<file path="src/rtl/split_xlate_pkg.sv">
package split_xlate_pkg;
    localparam int VA_W      = 32;
    localparam int PAGE_BITS = 12;
    localparam int FRAME_W   = 20;
    localparam int PTE_W     = 32;
    localparam int PTE_VBIT  = 31;
    localparam int PTE_RBIT  = 30;

    typedef enum logic [1:0] {
        ST_IDLE   = 2'd0,
        ST_LOOKUP = 2'd1,
        ST_SYSRD  = 2'd2,
        ST_USRRD  = 2'd3
    } walk_state_e;

    // rsp_code: bit 1 = stage (0 system, 1 user), bit 0 = kind (0 violation, 1 page fault)
    localparam logic [1:0] FC_SYS_AV = 2'b00;
    localparam logic [1:0] FC_SYS_PF = 2'b01;
    localparam logic [1:0] FC_USR_AV = 2'b10;
    localparam logic [1:0] FC_USR_PF = 2'b11;
endpackage

</file>
<file path="src/rtl/xl_table_index.sv">
module xl_table_index #(
    parameter int VA_W      = 32,
    parameter int PAGE_BITS = 12,
    parameter int ADDR_W    = 32,
    localparam int VPN_W    = VA_W - 1 - PAGE_BITS,
    localparam int LEN_W    = VPN_W + 1
) (
    input  logic [VA_W-1:0]   va,
    input  logic [ADDR_W-1:0] base,
    input  logic [LEN_W-1:0]  len,
    output logic              beyond,
    output logic [ADDR_W-1:0] entry_addr
);
    logic [VPN_W-1:0] vpn;

    always_comb begin
        vpn        = va[VA_W-2:PAGE_BITS];
        beyond     = ({1'b0, vpn} >= len);
        entry_addr = base + ADDR_W'({vpn, 2'b00});
    end
endmodule

</file>
<file path="src/rtl/xl_pte_check.sv">
module xl_pte_check
    import split_xlate_pkg::*;
(
    input  logic [PTE_W-1:0]   pte,
    output logic               bad_entry,
    output logic               not_present,
    output logic [FRAME_W-1:0] frame
);
    always_comb begin
        bad_entry   = !pte[PTE_VBIT];
        not_present = pte[PTE_VBIT] && !pte[PTE_RBIT];
        frame       = pte[FRAME_W-1:0];
    end
endmodule

</file>
<file path="src/rtl/split_xlate.sv">
module split_xlate
    import split_xlate_pkg::*;
#(
    localparam int PA_W  = FRAME_W + PAGE_BITS,
    localparam int VPN_W = VA_W - 1 - PAGE_BITS,
    localparam int LEN_W = VPN_W + 1
) (
    input  logic             clk,
    input  logic             rst_n,
    input  logic             req_valid,
    output logic             req_ready,
    input  logic [VA_W-1:0]  req_va,
    input  logic [PA_W-1:0]  sys_base,
    input  logic [LEN_W-1:0] sys_len,
    input  logic [VA_W-1:0]  usr_base,
    input  logic [LEN_W-1:0] usr_len,
    output logic             rsp_valid,
    output logic             rsp_err,
    output logic [1:0]       rsp_code,
    output logic [PA_W-1:0]  rsp_pa,
    output logic             mem_req,
    output logic [PA_W-1:0]  mem_addr,
    input  logic             mem_rvalid,
    input  logic [PTE_W-1:0] mem_rdata
);
    typedef struct packed {
        walk_state_e      state;
        logic [VA_W-1:0]  va;
        logic             rsp_valid;
        logic             rsp_err;
        logic [1:0]       rsp_code;
        logic [PA_W-1:0]  rsp_pa;
        logic             mem_req;
        logic [PA_W-1:0]  mem_addr;
    } walk_t;

    walk_t walk_d, walk_q;

    logic              in_user;
    logic              usr_beyond;
    logic [VA_W-1:0]   pte_va;
    logic [VA_W-1:0]   sys_lookup_va;
    logic              sys_beyond;
    logic [PA_W-1:0]   sys_entry_pa;
    logic              pte_bad;
    logic              pte_absent;
    logic [FRAME_W-1:0] pte_frame;

    // user table: base is a system virtual address
    xl_table_index #(.VA_W(VA_W), .PAGE_BITS(PAGE_BITS), .ADDR_W(VA_W)) u_usr_idx (
        .va(walk_q.va), .base(usr_base), .len(usr_len),
        .beyond(usr_beyond), .entry_addr(pte_va)
    );

    // one system lookup path serves both direct and nested accesses
    assign in_user       = !walk_q.va[VA_W-1];
    assign sys_lookup_va = in_user ? pte_va : walk_q.va;

    xl_table_index #(.VA_W(VA_W), .PAGE_BITS(PAGE_BITS), .ADDR_W(PA_W)) u_sys_idx (
        .va(sys_lookup_va), .base(sys_base), .len(sys_len),
        .beyond(sys_beyond), .entry_addr(sys_entry_pa)
    );

    xl_pte_check u_pte (
        .pte(mem_rdata), .bad_entry(pte_bad), .not_present(pte_absent), .frame(pte_frame)
    );

    always_comb begin
        walk_d           = walk_q;
        walk_d.rsp_valid = 1'b0;
        unique case (walk_q.state)
            ST_IDLE: begin
                if (req_valid) begin
                    walk_d.va    = req_va;
                    walk_d.state = ST_LOOKUP;
                end
            end
            ST_LOOKUP: begin
                if (in_user && usr_beyond) begin
                    walk_d.rsp_valid = 1'b1;
                    walk_d.rsp_err   = 1'b1;
                    walk_d.rsp_code  = FC_USR_AV;
                    walk_d.state     = ST_IDLE;
                end else if (!sys_lookup_va[VA_W-1] || sys_beyond) begin
                    walk_d.rsp_valid = 1'b1;
                    walk_d.rsp_err   = 1'b1;
                    walk_d.rsp_code  = FC_SYS_AV;
                    walk_d.state     = ST_IDLE;
                end else begin
                    walk_d.mem_req  = 1'b1;
                    walk_d.mem_addr = sys_entry_pa;
                    walk_d.state    = ST_SYSRD;
                end
            end
            ST_SYSRD: begin
                if (mem_rvalid) begin
                    walk_d.mem_req = 1'b0;
                    if (pte_bad || pte_absent) begin
                        walk_d.rsp_valid = 1'b1;
                        walk_d.rsp_err   = 1'b1;
                        walk_d.rsp_code  = pte_bad ? FC_SYS_AV : FC_SYS_PF;
                        walk_d.state     = ST_IDLE;
                    end else if (in_user) begin
                        walk_d.mem_req  = 1'b1;
                        walk_d.mem_addr = {pte_frame, pte_va[PAGE_BITS-1:0]};
                        walk_d.state    = ST_USRRD;
                    end else begin
                        walk_d.rsp_valid = 1'b1;
                        walk_d.rsp_err   = 1'b0;
                        walk_d.rsp_code  = 2'b00;
                        walk_d.rsp_pa    = {pte_frame, walk_q.va[PAGE_BITS-1:0]};
                        walk_d.state     = ST_IDLE;
                    end
                end
            end
            ST_USRRD: begin
                if (mem_rvalid) begin
                    walk_d.mem_req   = 1'b0;
                    walk_d.rsp_valid = 1'b1;
                    walk_d.state     = ST_IDLE;
                    if (pte_bad || pte_absent) begin
                        walk_d.rsp_err  = 1'b1;
                        walk_d.rsp_code = pte_bad ? FC_USR_AV : FC_USR_PF;
                    end else begin
                        walk_d.rsp_err  = 1'b0;
                        walk_d.rsp_code = 2'b00;
                        walk_d.rsp_pa   = {pte_frame, walk_q.va[PAGE_BITS-1:0]};
                    end
                end
            end
            default: walk_d.state = ST_IDLE;
        endcase
    end

    always_ff @(posedge clk or negedge rst_n) begin
        if (!rst_n) begin
            walk_q <= '{state: ST_IDLE, default: '0};
        end else begin
            walk_q <= walk_d;
        end
    end

    assign req_ready = (walk_q.state == ST_IDLE);
    assign rsp_valid = walk_q.rsp_valid;
    assign rsp_err   = walk_q.rsp_err;
    assign rsp_code  = walk_q.rsp_code;
    assign rsp_pa    = walk_q.rsp_pa;
    assign mem_req   = walk_q.mem_req;
    assign mem_addr  = walk_q.mem_addr;

    // an outstanding read keeps its address until data returns
    p_read_held_r11: assert property (@(posedge clk) disable iff (!rst_n)
        (mem_req && !mem_rvalid) |=> (mem_req && $stable(mem_addr)));

    // a response is a single-cycle pulse
    p_single_pulse_r9: assert property (@(posedge clk) disable iff (!rst_n)
        rsp_valid |=> !rsp_valid);

    // an accepted request makes the block busy
    p_busy_after_take_r9: assert property (@(posedge clk) disable iff (!rst_n)
        (req_valid && req_ready) |=> !req_ready);

    // no table read while idle
    p_no_idle_read_r11: assert property (@(posedge clk) disable iff (!rst_n)
        mem_req |-> !req_ready);

    // a success carries no fault code
    p_ok_code_clear_r7: assert property (@(posedge clk) disable iff (!rst_n)
        (rsp_valid && !rsp_err) |-> (rsp_code == 2'b00));
endmodule

</file>
<file path="config.mk">
export PLATFORM = sky130hd
export DESIGN_NAME = split_xlate
export DESIGN_NICKNAME = d
export VERILOG_FILES = /design/src/rtl/split_xlate_pkg.sv /design/src/rtl/xl_table_index.sv /design/src/rtl/xl_pte_check.sv /design/src/rtl/split_xlate.sv
export SDC_FILE = /design/constraint.sdc
export NUM_CORES = 1
export LEC_CHECK = 0
export ABC_AREA = 1
export BUFFER_PORTS_ARGS = -buffer_cell sky130_fd_sc_hd__buf_4
export CAP_MARGIN = 0
export CORE_MARGIN = 4
export CORE_UTILIZATION = 34
export CTS_BUF_LIST = sky130_fd_sc_hd__clkbuf_16
export DETAILED_ROUTE_END_ITERATION = 6
export PLACE_DENSITY = 0.56
export SLEW_MARGIN = 20
export SYNTH_ARGS = -nofsm -noshare
export SYNTH_HDL_FRONTEND = slang
export SYNTH_SLANG_ARGS = --single-unit
</file>
<file path="constraint.sdc">
create_clock -name clk -period 4.1 [get_ports clk]
set_input_delay 0.82 -clock clk [delete_from_list [all_inputs] [get_ports clk]]
set_output_delay 0.82 -clock clk [all_outputs]
set_load 0.01 [all_outputs]
</file>
After elaboration in Yosys (flattened, before gate mapping)

Cells that the tools add are included.
Widths: inputs -> output; s select.

Flip-flop bits (word level): 103
Latch bits: 0
RAM bits: 0
Bits in read-only memories: 0
Bits of input ports: 172
Output and inout bits: 70
Word-level logic and storage cells: 71
Memories: 0

Add/sub/neg operators: 2
$mul: 0
Div/mod/pow operators: 0
Magnitude comparators: 2
Eq/ne operators: 14
Shifts and indexed selects: 0
Multiplexer cells: 27
Bitwise gates (word level): 0
Reductions and logical operators: 18

Operators by type and width:

| kind               | number |
|---|---|
| $pmux 32 s2        | 2 |
| $mux 33            | 3 |
| $mux 69            | 1 |
| $mux 65            | 1 |
| $add 32x21->32     | 2 |
| $mux 32            | 2 |
| $ge 19x20->1       | 2 |
| $mux 37            | 1 |
| $mux 36            | 1 |
| $mux 34            | 1 |
| $ne 2x2->1 const B | 9 |
| $mux 2             | 6 |
| $mux 4             | 3 |
| $pmux 4 s3         | 1 |
| $reduce_and 6->1   | 2 |
| $reduce_and 5->1   | 2 |
| $pmux 2 s4         | 1 |
| $ne 3x3->1 const B | 2 |
| $eq 2x2->1 const B | 2 |
| $logic_not 1->1    | 4 |
| $reduce_bool 2->1  | 2 |
| $mux 3             | 1 |
| $pmux 1 s3         | 1 |
| $reduce_and 3->1   | 1 |
| 7 further kinds    | 10 |

Logic depth before layout (Yosys ltp)

Depth after elaboration: 7
Depth in mapped cells: 29
Gate-level depth less buffers: 28

Cells and area by module

Synthesis repeated with hierarchy kept, for this count alone.

Cells, all modules: 1,648
Area total of the unflattened synthesis: 10,458.8 µm²

By module, submodules not included:

| module                     | instances | cells each | area an instance (µm²) | seq. area each (µm²) |
|---|---|---|---|---|
| split_xlate                | 1         | 709        | 5,514.0                | 2,577.5 |
| xl_table_index (u_sys_idx) | 1         | 455        | 2,398.6                | 0.0 |
| xl_table_index (u_usr_idx) | 1         | 462        | 2,386.0                | 0.0 |
| xl_pte_check               | 1         | 22         | 160.2                  | 0.0 |

Worst setup path before layout

OpenSTA, ideal clock, no wires.

Kind: input-to-reg
Start: input usr_base[2]
End: register walk_q, in the netlist mem_addr[31]
Library setup time: 0.117 ns
Arrival time: 3.769 ns
Setup slack: 0.214 ns
Stages: 25
Path buffers: 1
Cell sequence: ha_1 > fa_1 > nand3_1 > nand2_1 > nand4_1 > nand3_1 > and2_1 > or2_2 > nand3_1 > o21ai_0 > inv_1 > ha_1 > nand2_1 > inv_1 > nand2_1 > nand2_1 > a21oi_1 > nand4_1 > a21oi_1 > nand2_2 > nand2_4 > nand3_4 > buf_6 > nand2_2 > nand2_1

Word-level cells in the longest chain between the ends: 6

Ends and longest elaborated chain:

| what                                                   | RTL line             | RTL |
|---|---|---|
| from (decl)                                            | split_xlate.sv:15    | `input logic [VA_W-1:0] usr_base,` |
| $add 32x21->32 (*)                                     | xl_table_index.sv:19 | `entry_addr = base + ADDR_W'({vpn, 2'b00});` |
| $mux 32 (*)                                            | split_xlate.sv:57    | `assign sys_lookup_va = in_user ? pte_va : walk_q.va;` |
| $add 32x21->32, or another cell as far along           | xl_table_index.sv:19 |  |
| $mux 33 / $logic_or 1x1->1 (equally long branches)     | split_xlate.sv:84    | `end else if (!sys_lookup_va[VA_W-1] \|\| sys_beyond) begin` |
| $mux 33 / $ne 2x2->1 (equally long branches)           | n/a                  |  |
| $pmux 32 s2 / $reduce_and 6->1 (equally long branches) | n/a                  |  |
| to (signal assigned)                                   | split_xlate.sv:139   | `walk_q <= walk_d;` |
| to (decl)                                              | split_xlate.sv:37    | `walk_t walk_d, walk_q;` |

Every way passes the cells marked *; elsewhere a longest branch is shown, timed or not. The select of a mux whose other input is x is not followed.
A chain may end at the register's enable or synchronous reset.

Final worst setup path

Start: input usr_base[2]
End: register walk_q, in the netlist mem_addr[21]

The elaborated chain is that of the path after synthesis.

==> flow_summary.toml <==
[synth]
synth.yosys.seq_area_share = 0.288
synth_area_um2 = 8950
synth_top_area_frac = 0.288
synth.distinct_cells = 46
yosysTopAreaCell = "dfrtp_1"
yosys_warnings = 0
synth_edf_count = 0
syn-instance-count = 1312
async_flop_share = 1.00
synthTopCellsByArea = "dfrtp_1, nand2_1, ha_1"
synth-seq-cells = 103
yosysMostFrequentCell = "nand2_1"
synthFlopType = "dfrtp_1"
synth.net_count = 1562
postSynthAreaPerCell_um2 = 6.82
yosys-top-cells-count = "nand2_1, inv_1, dfrtp_1, nand3_1, nor2_1"

[sta]
worst_slew_pin_slew_ps = 955
period_minus_slack_ps = 4090
clock.fmax_ghz = 0.244
period_share = 0.999
finalClockSkew_ps = 17.2
slew_headroom = 0.363
rsz0062_at_grt = "true"
maxSlewViolCount = 0
timing_hold_violations_final = 0
setup_tns_ps = 0
setup_viol = 0

[setup_path]
crit_arrival_ps = 4330
critPathCaptureType = "flop"
rr_worst_depth = 28
r2r_end = "mem_addr[21]$_DFFE_PN0P_"
cp_slowest_cell = "fa_2"
crit_top_cell = "nand2_1"
critPathBufInv = 6
crit_type = "input port to flop"
max_stage_delay_ps = 400
crit_path_max_fanout = 15
r2r_setup_slack_ps = 110
crit_family = "simple AND/OR/NAND/NOR gates"
cp.required_ps = 4340
startpoint_type = "input port"
r2r_start = "walk_q[82]$_DFFE_PN0P_"

[global_route]
grt_pass1_vias = 8959
grt_usage = 0.204
grt_pass1_wl_mm = 46.8
grt_start_max_net_pins = 71
grt_remaining_overflow = 0
antenna_found_initial = 1

[pwr]
powerDensity_nw_per_um2 = 794
seqPwrFrac = 0.182
internal-power_w = 0.00533
p_clk_frac = 0.091
vdd_drop_max_mv = 0.416
p_leak_nw = 6.81
switchingPower_w = 0.00466
power_frac_comb = 0.727
total_power_w = 0.00999
swShare = 0.466

[routing]
vias_per_cell = 4.78
drtPass1Iterations = 5
drtAntennaViolNets = 0
drtIter0Drc = 472
routed_wl_mm = 31.0
wire_per_inst_um = 16.0
remaining_drc_errors = 0
via_count = 9275

[final_layout]
drive_gt1_frac = 0.339
stdcell_area_um2 = 12600
layout.area.seq_um2 = 2580
multi_input_area_um2 = 5690
final_core_util = 0.485
final_cells = 1939
n_antenna_cell = 0
n_fill_cell = 2671
nets = 1849
area_delta_synth_final_pct = 40.7

[place]
place_congestion = 0.905
hpwlAfterDp_mm = 24.4
placed_cells = 1905
dpl-instance-area_um2 = 11400
portBuffers = 231

[clock_tree]
cts.htree.levels = 3
clk_latency_ps = 360
cts_tree = "built"
cts_buffers = 9
ctsRootBufferMaster = "clkbuf_16"
clk_pin_slew_ps = 80
cts_buffer_depth = 2
cts.sinks = 103

[hold_path]
hold-path-endpoint = "rsp_pa[1]$_DFFE_PN0P_"
hp-class = "flop to flop"
min_path_cells = 2
hold_start = "walk_q[70]$_DFFE_PN0P_"

[die]
coreArea_um2 = 26000
die_w_um = 170
placementRows = 59
ios = 242
start_util = 0.345
die_y_um = 170
die-area_um2 = 29000

[run]
max-cap-violations = 0

[outcome]
run_status = "complete, no violations"
-- what timing repair did --
item / 4_1_cts / 5_1_grt
pin swaps: 19 / 40
setup endpoints to repair: 33 / 38
hold buffers: 0 / 0
resized for setup: 26 / 118
cloned: 2 / 2
setup buffers: 5 / 10
-- logic make-up (layout without fill, tap and decap cells) --
kind of cell    after synthesis  count (layout)  synth area share
compound gates              186             186             0.115
xor+xnor                      7               7           0.00685
fa+ha+maj                    78              78             0.111
buf+inv                     273             565             0.148
flops                       103             103             0.288
mux                          24              24            0.0300
simple gates                641             641             0.302
-- registers in the layout, summed over array words and instances, names as in the netlist --
name and flops:
walk_q 34, mem_addr 32, rsp_pa 32, rsp_code 2, mem_req 1, rsp_err 1, rsp_valid 1
-- layout make-up --
| type | count | share of cell area |
|---|---|---|
| multi-input cells | 936 | 0.452 |
| repair buffers | 373 | 0.234 |
| flip-flops and latches | 103 | 0.205 |
| inverters | 176 | 0.0525 |
| well taps | 335 | 0.0333 |
| clock buffers | 9 | 0.0179 |
| clock inverters | 7 | 0.00566 |
-- cells in the final DEF (no fill, tap or decap), types with 4 or more instances in the layout --
| master | instances |
|---|---|
| a21o_1 | 6 |
| a21oi_1 | 58 |
| a21oi_2 | 10 |
| a22o_1 | 4 |
| buf_12 | 5 |
| buf_4 | 358 |
| buf_6 | 6 |
| clkbuf_16 | 11 |
| dfrtp_1 | 103 |
| ha_1 | 53 |
| ha_4 | 23 |
| inv_1 | 171 |
| inv_2 | 6 |
| mux2_2 | 23 |
| nand2_1 | 362 |
| nand2_2 | 36 |
| nand2_4 | 13 |
| nand3_1 | 91 |
| nand3_2 | 10 |
| nand4_1 | 16 |
| nor2_1 | 75 |
| nor2_2 | 7 |
| nor3_1 | 9 |
| o21ai_0 | 66 |
| o21ai_1 | 10 |
| o21ai_2 | 5 |
| o21bai_1 | 4 |
| o22ai_1 | 7 |
| or2_2 | 7 |
| xnor2_1 | 4 |
-- power groups by stage --
stage | sequential, W | clock, W | combinational (W)
global route | 0.00188 | 0.000974 | 0.00806
finish | 0.00182 | 0.000909 | 0.00727
CTS | 0.00177 | 0.000941 | 0.00664
floorplan | 0.00171 | 0 | 0.00400
global placement | 0.00177 | 0 | 0.00629
detailed placement | 0.00178 | 0 | 0.00635
-- through the flow --
| stage | hold WS, ps | worst slack (ps) |
|---|---|---|
| 2_1_floorplan | 436 | 214 |
| 6_report | 471 | 5.25 |
| 4_1_cts | 474 | -12.7 |
| 5_1_grt | 502 | -191 |
| 3_3_place_gp | 446 | -444 |
| 3_5_place_dp | 454 | -507 |
-- how the worst max path moves through the flow --
stage / start / to / slack [ps] / cells after the start
after floorplan: usr_base[2] / mem_addr[31]$_DFFE_PN0P_ / 210 / 25
after global placement: usr_base[14] / mem_addr[5]$_DFFE_PN0P_ / -440 / 28
after detailed placement: usr_base[14] / mem_addr[8]$_DFFE_PN0P_ / -510 / 28
after CTS: usr_base[13] / mem_addr[29]$_DFFE_PN0P_ / -10 / 29
after global routing: usr_base[17] / mem_addr[21]$_DFFE_PN0P_ / -190 / 27
final: usr_base[2] / mem_addr[21]$_DFFE_PN0P_ / 5 / 28
-- worst min-delay path: cells and delay by family, from the launching register on --
family,cells,cell delay [ps]
DFF,1,340
and+or+nand+nor,2,100
-- metal layers --
metal  vias to the layer above  part of all wire  global-route usage
li1                       4744                 -                   -
met1                      4248              0.45               0.275
met2                       236              0.47               0.340
met3                        45             0.057              0.0369
met4                         2             0.022              0.0531
met5                         -           0.00045                   0
No activity file was read; power rests on OpenSTA's default activity.
